## config.mk

```make
export PLATFORM = sky130hd
export DESIGN_NAME = txnRouter
export DESIGN_NICKNAME = d
export VERILOG_FILES = /design/src/rtl/txnroute_pkg.sv /design/src/rtl/routeCtrl.sv /design/src/rtl/routeDatapath.sv /design/src/rtl/txnRouter.sv
export SDC_FILE = /design/constraint.sdc
export NUM_CORES = 1
export LEC_CHECK = 0
export ABC_AREA = 1
export BUFFER_PORTS_ARGS = -buffer_cell sky130_fd_sc_hd__buf_2
export CORE_ASPECT_RATIO = 0.8
export CORE_UTILIZATION = 54
export CTS_BUF_LIST = sky130_fd_sc_hd__clkbuf_8
export CTS_CLUSTER_SIZE = 20
export DETAILED_ROUTE_END_ITERATION = 10
export PLACE_DENSITY_LB_ADDON = 0.25
export SETUP_SLACK_MARGIN = 0.5
export SLEW_MARGIN = 10
export SYNTH_ARGS = -nofsm -noshare
export SYNTH_HDL_FRONTEND = slang
export SYNTH_SLANG_ARGS = --single-unit
```

## constraint.sdc

```tcl
create_clock -name clk -period 2.65 [get_ports clk]
set_input_delay 0.265 -clock clk [delete_from_list [all_inputs] [get_ports clk]]
set_output_delay 0.265 -clock clk [all_outputs]
set_load 0.02 [all_outputs]
```

## src/rtl/txnroute_pkg.sv

```systemverilog
package txnroute_pkg;

  typedef enum logic [1:0] {
    TGT_NONE = 2'd0,
    TGT_DRAM = 2'd1,
    TGT_GFX  = 2'd2,
    TGT_HUB  = 2'd3
  } target_e;

  typedef enum logic [1:0] {
    SRC_HOST = 2'd0,
    SRC_GFX  = 2'd1,
    SRC_HUB  = 2'd2,
    SRC_RSVD = 2'd3
  } source_e;

  // range comparisons reported by the datapath
  typedef struct packed {
    logic aperHit;
    logic entryOk;
    logic winHit;
    logic dramHit;
  } decodeHits_t;

  // strobes from control to datapath
  typedef struct packed {
    logic load;
    logic xlat;
    logic snoop;
  } dpStrobes_t;

endpackage

```

## src/rtl/routeCtrl.sv

```systemverilog
module routeCtrl
  import txnroute_pkg::*;
(
  input  logic        clk,
  input  logic        rstN,
  input  logic        reqValid,
  output logic        reqReady,
  input  logic [1:0]  reqSrc,
  input  logic        reqIsIo,
  input  logic        reqNative,
  input  decodeHits_t hits,
  output dpStrobes_t  strobes,
  input  logic        routeReady,
  output logic        routeValid,
  output logic [1:0]  routeTarget,
  output logic        routeSnoop,
  output logic        routeErr
);

  source_e srcKind;
  target_e tgtNext;
  logic    errNext;
  logic    xlatNext;
  logic    snoopNext;
  logic    accept;
  logic    validQ;
  target_e tgtQ;
  logic    snoopQ;
  logic    errQ;

  assign srcKind  = source_e'(reqSrc);
  assign reqReady = !validQ || routeReady;
  assign accept   = reqValid && reqReady;

  // aperture first, then host-only window, then DRAM, hub by default
  always_comb begin
    tgtNext  = TGT_HUB;
    errNext  = 1'b0;
    xlatNext = 1'b0;
    if (!reqIsIo) begin
      if (hits.aperHit) begin
        if (hits.entryOk) begin
          tgtNext  = TGT_DRAM;
          xlatNext = 1'b1;
        end else begin
          tgtNext = TGT_NONE;
          errNext = 1'b1;
        end
      end else if (srcKind == SRC_HOST && hits.winHit) begin
        tgtNext = TGT_GFX;
      end else if (hits.dramHit) begin
        tgtNext = TGT_DRAM;
      end
    end
  end

  always_comb begin
    snoopNext = 1'b0;
    if (tgtNext == TGT_DRAM) begin
      case (srcKind)
        SRC_HOST: snoopNext = 1'b0;
        SRC_GFX:  snoopNext = !reqNative;
        default:  snoopNext = 1'b1;
      endcase
    end
  end

  assign strobes.load  = accept;
  assign strobes.xlat  = xlatNext;
  assign strobes.snoop = snoopNext;

  always_ff @(posedge clk) begin
    if (!rstN) begin
      validQ <= 1'b0;
      tgtQ   <= TGT_NONE;
      snoopQ <= 1'b0;
      errQ   <= 1'b0;
    end else begin
      if (accept) begin
        validQ <= 1'b1;
        tgtQ   <= tgtNext;
        snoopQ <= snoopNext;
        errQ   <= errNext;
      end else if (routeReady) begin
        validQ <= 1'b0;
      end
    end
  end

  assign routeValid  = validQ;
  assign routeTarget = tgtQ;
  assign routeSnoop  = snoopQ;
  assign routeErr    = errQ;

endmodule

```

## src/rtl/routeDatapath.sv

```systemverilog
module routeDatapath
  import txnroute_pkg::*;
#(
  parameter int ADDR_W      = 32,
  parameter int PAGE_W      = 12,
  parameter int LINE_W      = 6,
  parameter int TBL_ENTRIES = 16,
  localparam int IDX_W      = $clog2(TBL_ENTRIES),
  localparam int PFN_W      = ADDR_W - PAGE_W
)(
  input  logic              clk,
  input  logic              rstN,
  input  logic [ADDR_W-1:0] reqAddr,
  input  logic [ADDR_W-1:0] dramLimit,
  input  logic [ADDR_W-1:0] gfxWinBase,
  input  logic [ADDR_W-1:0] gfxWinMask,
  input  logic [ADDR_W-1:0] aperBase,
  input  logic [ADDR_W-1:0] aperMask,
  input  logic              tblWrEn,
  input  logic [IDX_W-1:0]  tblWrIdx,
  input  logic [PFN_W-1:0]  tblWrPfn,
  input  logic              tblWrValid,
  input  dpStrobes_t        strobes,
  output decodeHits_t       hits,
  output logic [ADDR_W-1:0] routeAddr,
  output logic [ADDR_W-1:0] routeSnoopAddr
);

  logic [PFN_W-1:0]       pfnArr [TBL_ENTRIES];
  logic [TBL_ENTRIES-1:0] vldVec;
  logic [IDX_W-1:0]       pageIdx;
  logic [ADDR_W-1:0]      xlatAddr;
  logic [ADDR_W-1:0]      nextAddr;
  logic [ADDR_W-1:0]      addrQ;
  logic [ADDR_W-1:0]      snoopAddrQ;

  // one register slice per table entry
  for (genvar e = 0; e < TBL_ENTRIES; e++) begin : gEntry
    always_ff @(posedge clk) begin
      if (!rstN) begin
        pfnArr[e] <= '0;
      end else if (tblWrEn && tblWrIdx == IDX_W'(e)) begin
        pfnArr[e] <= tblWrPfn;
      end
    end
  end

  always_ff @(posedge clk) begin
    if (!rstN) begin
      vldVec <= '0;
    end else if (tblWrEn) begin
      vldVec[tblWrIdx] <= tblWrValid;
    end
  end

  assign pageIdx = reqAddr[PAGE_W +: IDX_W];

  assign hits.aperHit = ((reqAddr ^ aperBase) & aperMask) == '0;
  assign hits.winHit  = ((reqAddr ^ gfxWinBase) & gfxWinMask) == '0;
  assign hits.dramHit = reqAddr < dramLimit;
  assign hits.entryOk = vldVec[pageIdx];

  assign xlatAddr = {pfnArr[pageIdx], reqAddr[PAGE_W-1:0]};
  assign nextAddr = strobes.xlat ? xlatAddr : reqAddr;

  always_ff @(posedge clk) begin
    if (!rstN) begin
      addrQ      <= '0;
      snoopAddrQ <= '0;
    end else if (strobes.load) begin
      addrQ      <= nextAddr;
      snoopAddrQ <= strobes.snoop ? {nextAddr[ADDR_W-1:LINE_W], {LINE_W{1'b0}}} : '0;
    end
  end

  assign routeAddr      = addrQ;
  assign routeSnoopAddr = snoopAddrQ;

endmodule

```

## src/rtl/txnRouter.sv

```systemverilog
module txnRouter
  import txnroute_pkg::*;
#(
  parameter int ADDR_W      = 32,
  parameter int PAGE_W      = 12,
  parameter int LINE_W      = 6,
  parameter int TBL_ENTRIES = 16,
  localparam int IDX_W      = $clog2(TBL_ENTRIES),
  localparam int PFN_W      = ADDR_W - PAGE_W
)(
  input  logic              clk,
  input  logic              rstN,
  input  logic              reqValid,
  output logic              reqReady,
  input  logic [1:0]        reqSrc,
  input  logic              reqIsIo,
  input  logic              reqNative,
  input  logic [ADDR_W-1:0] reqAddr,
  input  logic [ADDR_W-1:0] dramLimit,
  input  logic [ADDR_W-1:0] gfxWinBase,
  input  logic [ADDR_W-1:0] gfxWinMask,
  input  logic [ADDR_W-1:0] aperBase,
  input  logic [ADDR_W-1:0] aperMask,
  input  logic              tblWrEn,
  input  logic [IDX_W-1:0]  tblWrIdx,
  input  logic [PFN_W-1:0]  tblWrPfn,
  input  logic              tblWrValid,
  output logic              routeValid,
  input  logic              routeReady,
  output logic [1:0]        routeTarget,
  output logic              routeSnoop,
  output logic              routeErr,
  output logic [ADDR_W-1:0] routeAddr,
  output logic [ADDR_W-1:0] routeSnoopAddr
);

  decodeHits_t hits;
  dpStrobes_t  strobes;

  routeCtrl uCtrl (
    .clk        (clk),
    .rstN       (rstN),
    .reqValid   (reqValid),
    .reqReady   (reqReady),
    .reqSrc     (reqSrc),
    .reqIsIo    (reqIsIo),
    .reqNative  (reqNative),
    .hits       (hits),
    .strobes    (strobes),
    .routeReady (routeReady),
    .routeValid (routeValid),
    .routeTarget(routeTarget),
    .routeSnoop (routeSnoop),
    .routeErr   (routeErr)
  );

  routeDatapath #(
    .ADDR_W     (ADDR_W),
    .PAGE_W     (PAGE_W),
    .LINE_W     (LINE_W),
    .TBL_ENTRIES(TBL_ENTRIES)
  ) uDp (
    .clk           (clk),
    .rstN          (rstN),
    .reqAddr       (reqAddr),
    .dramLimit     (dramLimit),
    .gfxWinBase    (gfxWinBase),
    .gfxWinMask    (gfxWinMask),
    .aperBase      (aperBase),
    .aperMask      (aperMask),
    .tblWrEn       (tblWrEn),
    .tblWrIdx      (tblWrIdx),
    .tblWrPfn      (tblWrPfn),
    .tblWrValid    (tblWrValid),
    .strobes       (strobes),
    .hits          (hits),
    .routeAddr     (routeAddr),
    .routeSnoopAddr(routeSnoopAddr)
  );

endmodule

```

==> flow_metrics.tcl <==
set metrics [dict create \
    status "complete, no violations" \
    hp-class "input port to flip-flop" \
    antenna_found_initial 0 \
    setup.worst_path.start "reqAddr[0]" \
    ys_warn_count 0 \
    rrSetupSlack_ns 0.62 \
    grt_overflow 0 \
    p_leak_uw 0.0101 \
    cts.sinks 399 \
    r2r_end "uDp.routeAddr[30]" \
    drt-total-wl_um 69100 \
    insertion_delay_ns 0.66 \
    crit_cells 15 \
    drive_gt1_share_pct 21.1 \
    pre_cts_slack_ns 0.254 \
    crit_arrival_ns 2.71 \
    fill_cells 2959 \
    yosysSeqAreaShare_pct 57.1 \
    drtPass1Iterations 8 \
    track_usage_pct 35.3 \
    path_common_cell "nor2_4" \
    synthSimpleGateAreaFrac_pct 22.3 \
    grt_max_degree 81 \
    gpl.final_weighted_congestion 1.04 \
    area_growth_pct 19.4 \
    required_ns 3.23 \
    end_kind "flip-flop" \
    final_cell_mix "nor2_1, nand2_1, edfxtp_1" \
    setup_viol 0 \
    nets 2801 \
    peakVddDrop_v 0.000412 \
    die_height_um 172 \
    rows 62 \
    synth_xor_area_share_pct 0.0894 \
    synth_cell_types 35 \
    die_w_um 215 \
    critPathBufInv 3 \
    fin_crit_sh_pct 80.2 \
    clkTransAtPathRegs_ns 0.08 \
    synth_compound_area_share_pct 11.2 \
    dp_hpwl_um 45700 \
    powerDensity_nw_per_um2 612 \
    fin_skew_ns 0.0427 \
    grt_pass1_wl_um 96900 \
    syn_area_um2 19600 \
    synthCells 2247 \
    ys_ff_latch 399 \
    dpl_cell_area_um2 21700 \
    power.total_uw 14300 \
    worstSetupEndpoint "uDp.routeSnoopAddr[12]" \
    grt_pass1_vias 16107 \
    drc 0 \
    final_common_cell "nor2_1" \
    drt_iter0_drc 2941 \
    h-tree-depth 2 \
    start_util_pct 54.7 \
    timing.fmax_ghz 0.470 \
    synthAdderAreaFrac_pct 1.98 \
    timing_worst_setup_path_type "input port to flip-flop" \
    synthMuxAreaShare_pct 0 \
    root_buffer "clkbuf_8" \
    synth_top_family_by_area "simple AND/OR/NAND/NOR gates" \
    numCtsBuffers 61 \
    rsz0062_at_grt "false" \
    timing.rr.start "uDp.vldVec[3]" \
    critPathTopFamily "simple AND/OR/NAND/NOR gates" \
    viasPerCell 5.95 \
    fin_ws_ns 0.524 \
    die_area_um2 37100 \
    tightestPinTransition_ns 0.700 \
    crit_path_top_delay_cell "dlygate4sd3_1" \
    crit_path_max_fanout 5 \
    io_pins 296 \
    io_buffers 289 \
    final_area_um2 23400 \
    ant_nets 0 \
    cts_tree "built" \
    crit_path_max_incr_delay_ns 0.55 \
    path_cells "dlygate4sd3_1, buf_2, or2_4, nand3_2, nand2_2, nor2_4, nand2_4, nor2_4, nand2_4, nor2_4, buf_2, a21oi_1, nor2_1, nand2_1, a21oi_1" \
    startpoint_type "input port" \
    rr_worst_depth 13 \
    maxSlewViolCount 0 \
    fin_crit_ns 2.13 \
    maxCapViolations 0 \
    avgSynthCellArea_um2 8.72 \
    num_vias 18296 \
    slew_headroom_pct 52.8 \
    clockBufferDepth 3 \
    wl_per_cell_um 22.5 \
    setup_tns_ns 0 \
    finalHoldViolations 0 \
    core_um2 35800 \
    final_core_util_pct 65.3 \
]
-- metrics by stage --
| stage | hold slack (ns) | instances |
|---|---|---|
| finish | 0.0284 | 3073 |
| global route | 0.0543 | 3072 |
| CTS | 0.0103 | 3060 |
| detailed placement | 0.455 | 2941 |
| global placement | 0.449 | 2941 |
| floorplan | 0.413 | 2252 |
-- power breakdown --
part           leakage (uW)  switching (uW)  internal (uW)
clock              0.000714            2490           2670
combinational       0.00571            1330            603
sequential          0.00371             115           7100
-- area by class of cell --
| class | count | area [um2] | area share, % |
|---|---|---|---|
| multi-input cells | 1511 | 7270 | 31.1 |
| clock inverters | 35 | 176 | 0.754 |
| diodes | 1 | 2.50 | 0.0107 |
| clock buffers | 76 | 1050 | 4.47 |
| repair buffers | 384 | 2400 | 10.3 |
| flip-flops and latches | 399 | 11200 | 47.8 |
| inverters | 187 | 704 | 3.01 |
| well taps | 480 | 601 | 2.57 |
-- cells by family after synthesis --
logic type,after synthesis
AO/OA/AOI/OAI,383
XOR/XNOR,2
other,1
adder cells (fa/ha/maj),31
flip-flops,399
AND/OR/NAND/NOR,1087
buffers and inverters,344
-- Yosys cell counts --
library cell	number	area, um2
a21boi_0	2	15.0
a21oi_1	72	360
a31oi_1	2	12.5
buf_1	1	3.75
buf_2	22	110
buf_4	8	60.1
buf_6	9	101
clkbuf_1	117	439
clkinv_1	1	3.75
clkinv_2	1	5.00
conb_1	1	3.75
dfxtp_1	79	1580
edfxtp_1	320	9610
ha_1	31	388
inv_1	184	691
inv_2	1	3.75
nand2_1	341	1280
nand2_2	3	18.8
nand3_1	130	651
nand3_2	1	10.0
nand4_1	11	68.8
nor2_1	569	2140
nor2_2	3	18.8
nor2_8	1	20.0
nor3_1	1	5.00
nor4_1	1	6.26
o21a_1	19	143
o21ai_0	184	921
o21ai_1	20	100
o21bai_1	1	7.51
o221ai_1	50	438
o22ai_1	33	206
or2_1	11	68.8
or2_2	15	93.8
xor2_1	2	17.5
-- per-layer routing --
layer  vias up  share of wire (%)  GRT usage (%)
met5         -               0.13           1.87
met4         2                2.8           10.1
met3       171                 16           11.0
met2      1308                 42           50.0
met1      8726                 39           51.7
li1       8089                  -              -
-- tightest hold or removal path: cells and delay by family --
kind / cells / cell delay [ns]
simple gates: 1 / 0.10
compound gates: 1 / 0.06
buf+inv: 1 / 0.19
-- repair_timing --
action | CTS | global route
hold buffers | 8 | 0
endpoints found under the hold margin | 8 | 0
endpoints found under the setup margin | 0 | 47
setup buffers | 0 | 8
resized for setup | 0 | 81
-- flip-flops by register name, summed over array words and instances (netlist names) --
signal and flops:
uCtrl.routeErr 1, uCtrl.routeSnoop 1, uCtrl.routeTarget 2, uCtrl.routeValid 1
uDp.pfnArr 320, uDp.routeAddr 32, uDp.routeSnoopAddr 26, uDp.vldVec 16
-- worst min path at each step --
stage | startpoint | endpoint | slack, ns | cells after the start
after floorplan | reqAddr[1] | uDp.routeAddr[1] | 0.41 | 2
after global placement | uDp.routeAddr[9] | uDp.routeAddr[9] | 0.45 | 2
after detailed placement | uDp.routeSnoopAddr[23] | uDp.routeSnoopAddr[23] | 0.46 | 2
after CTS | rstN | uDp.vldVec[13] | 0.01 | 3
after global routing | rstN | uDp.vldVec[13] | 0.05 | 3
final | rstN | uDp.vldVec[13] | 0.03 | 3
(Power assumes the default switching activity.)
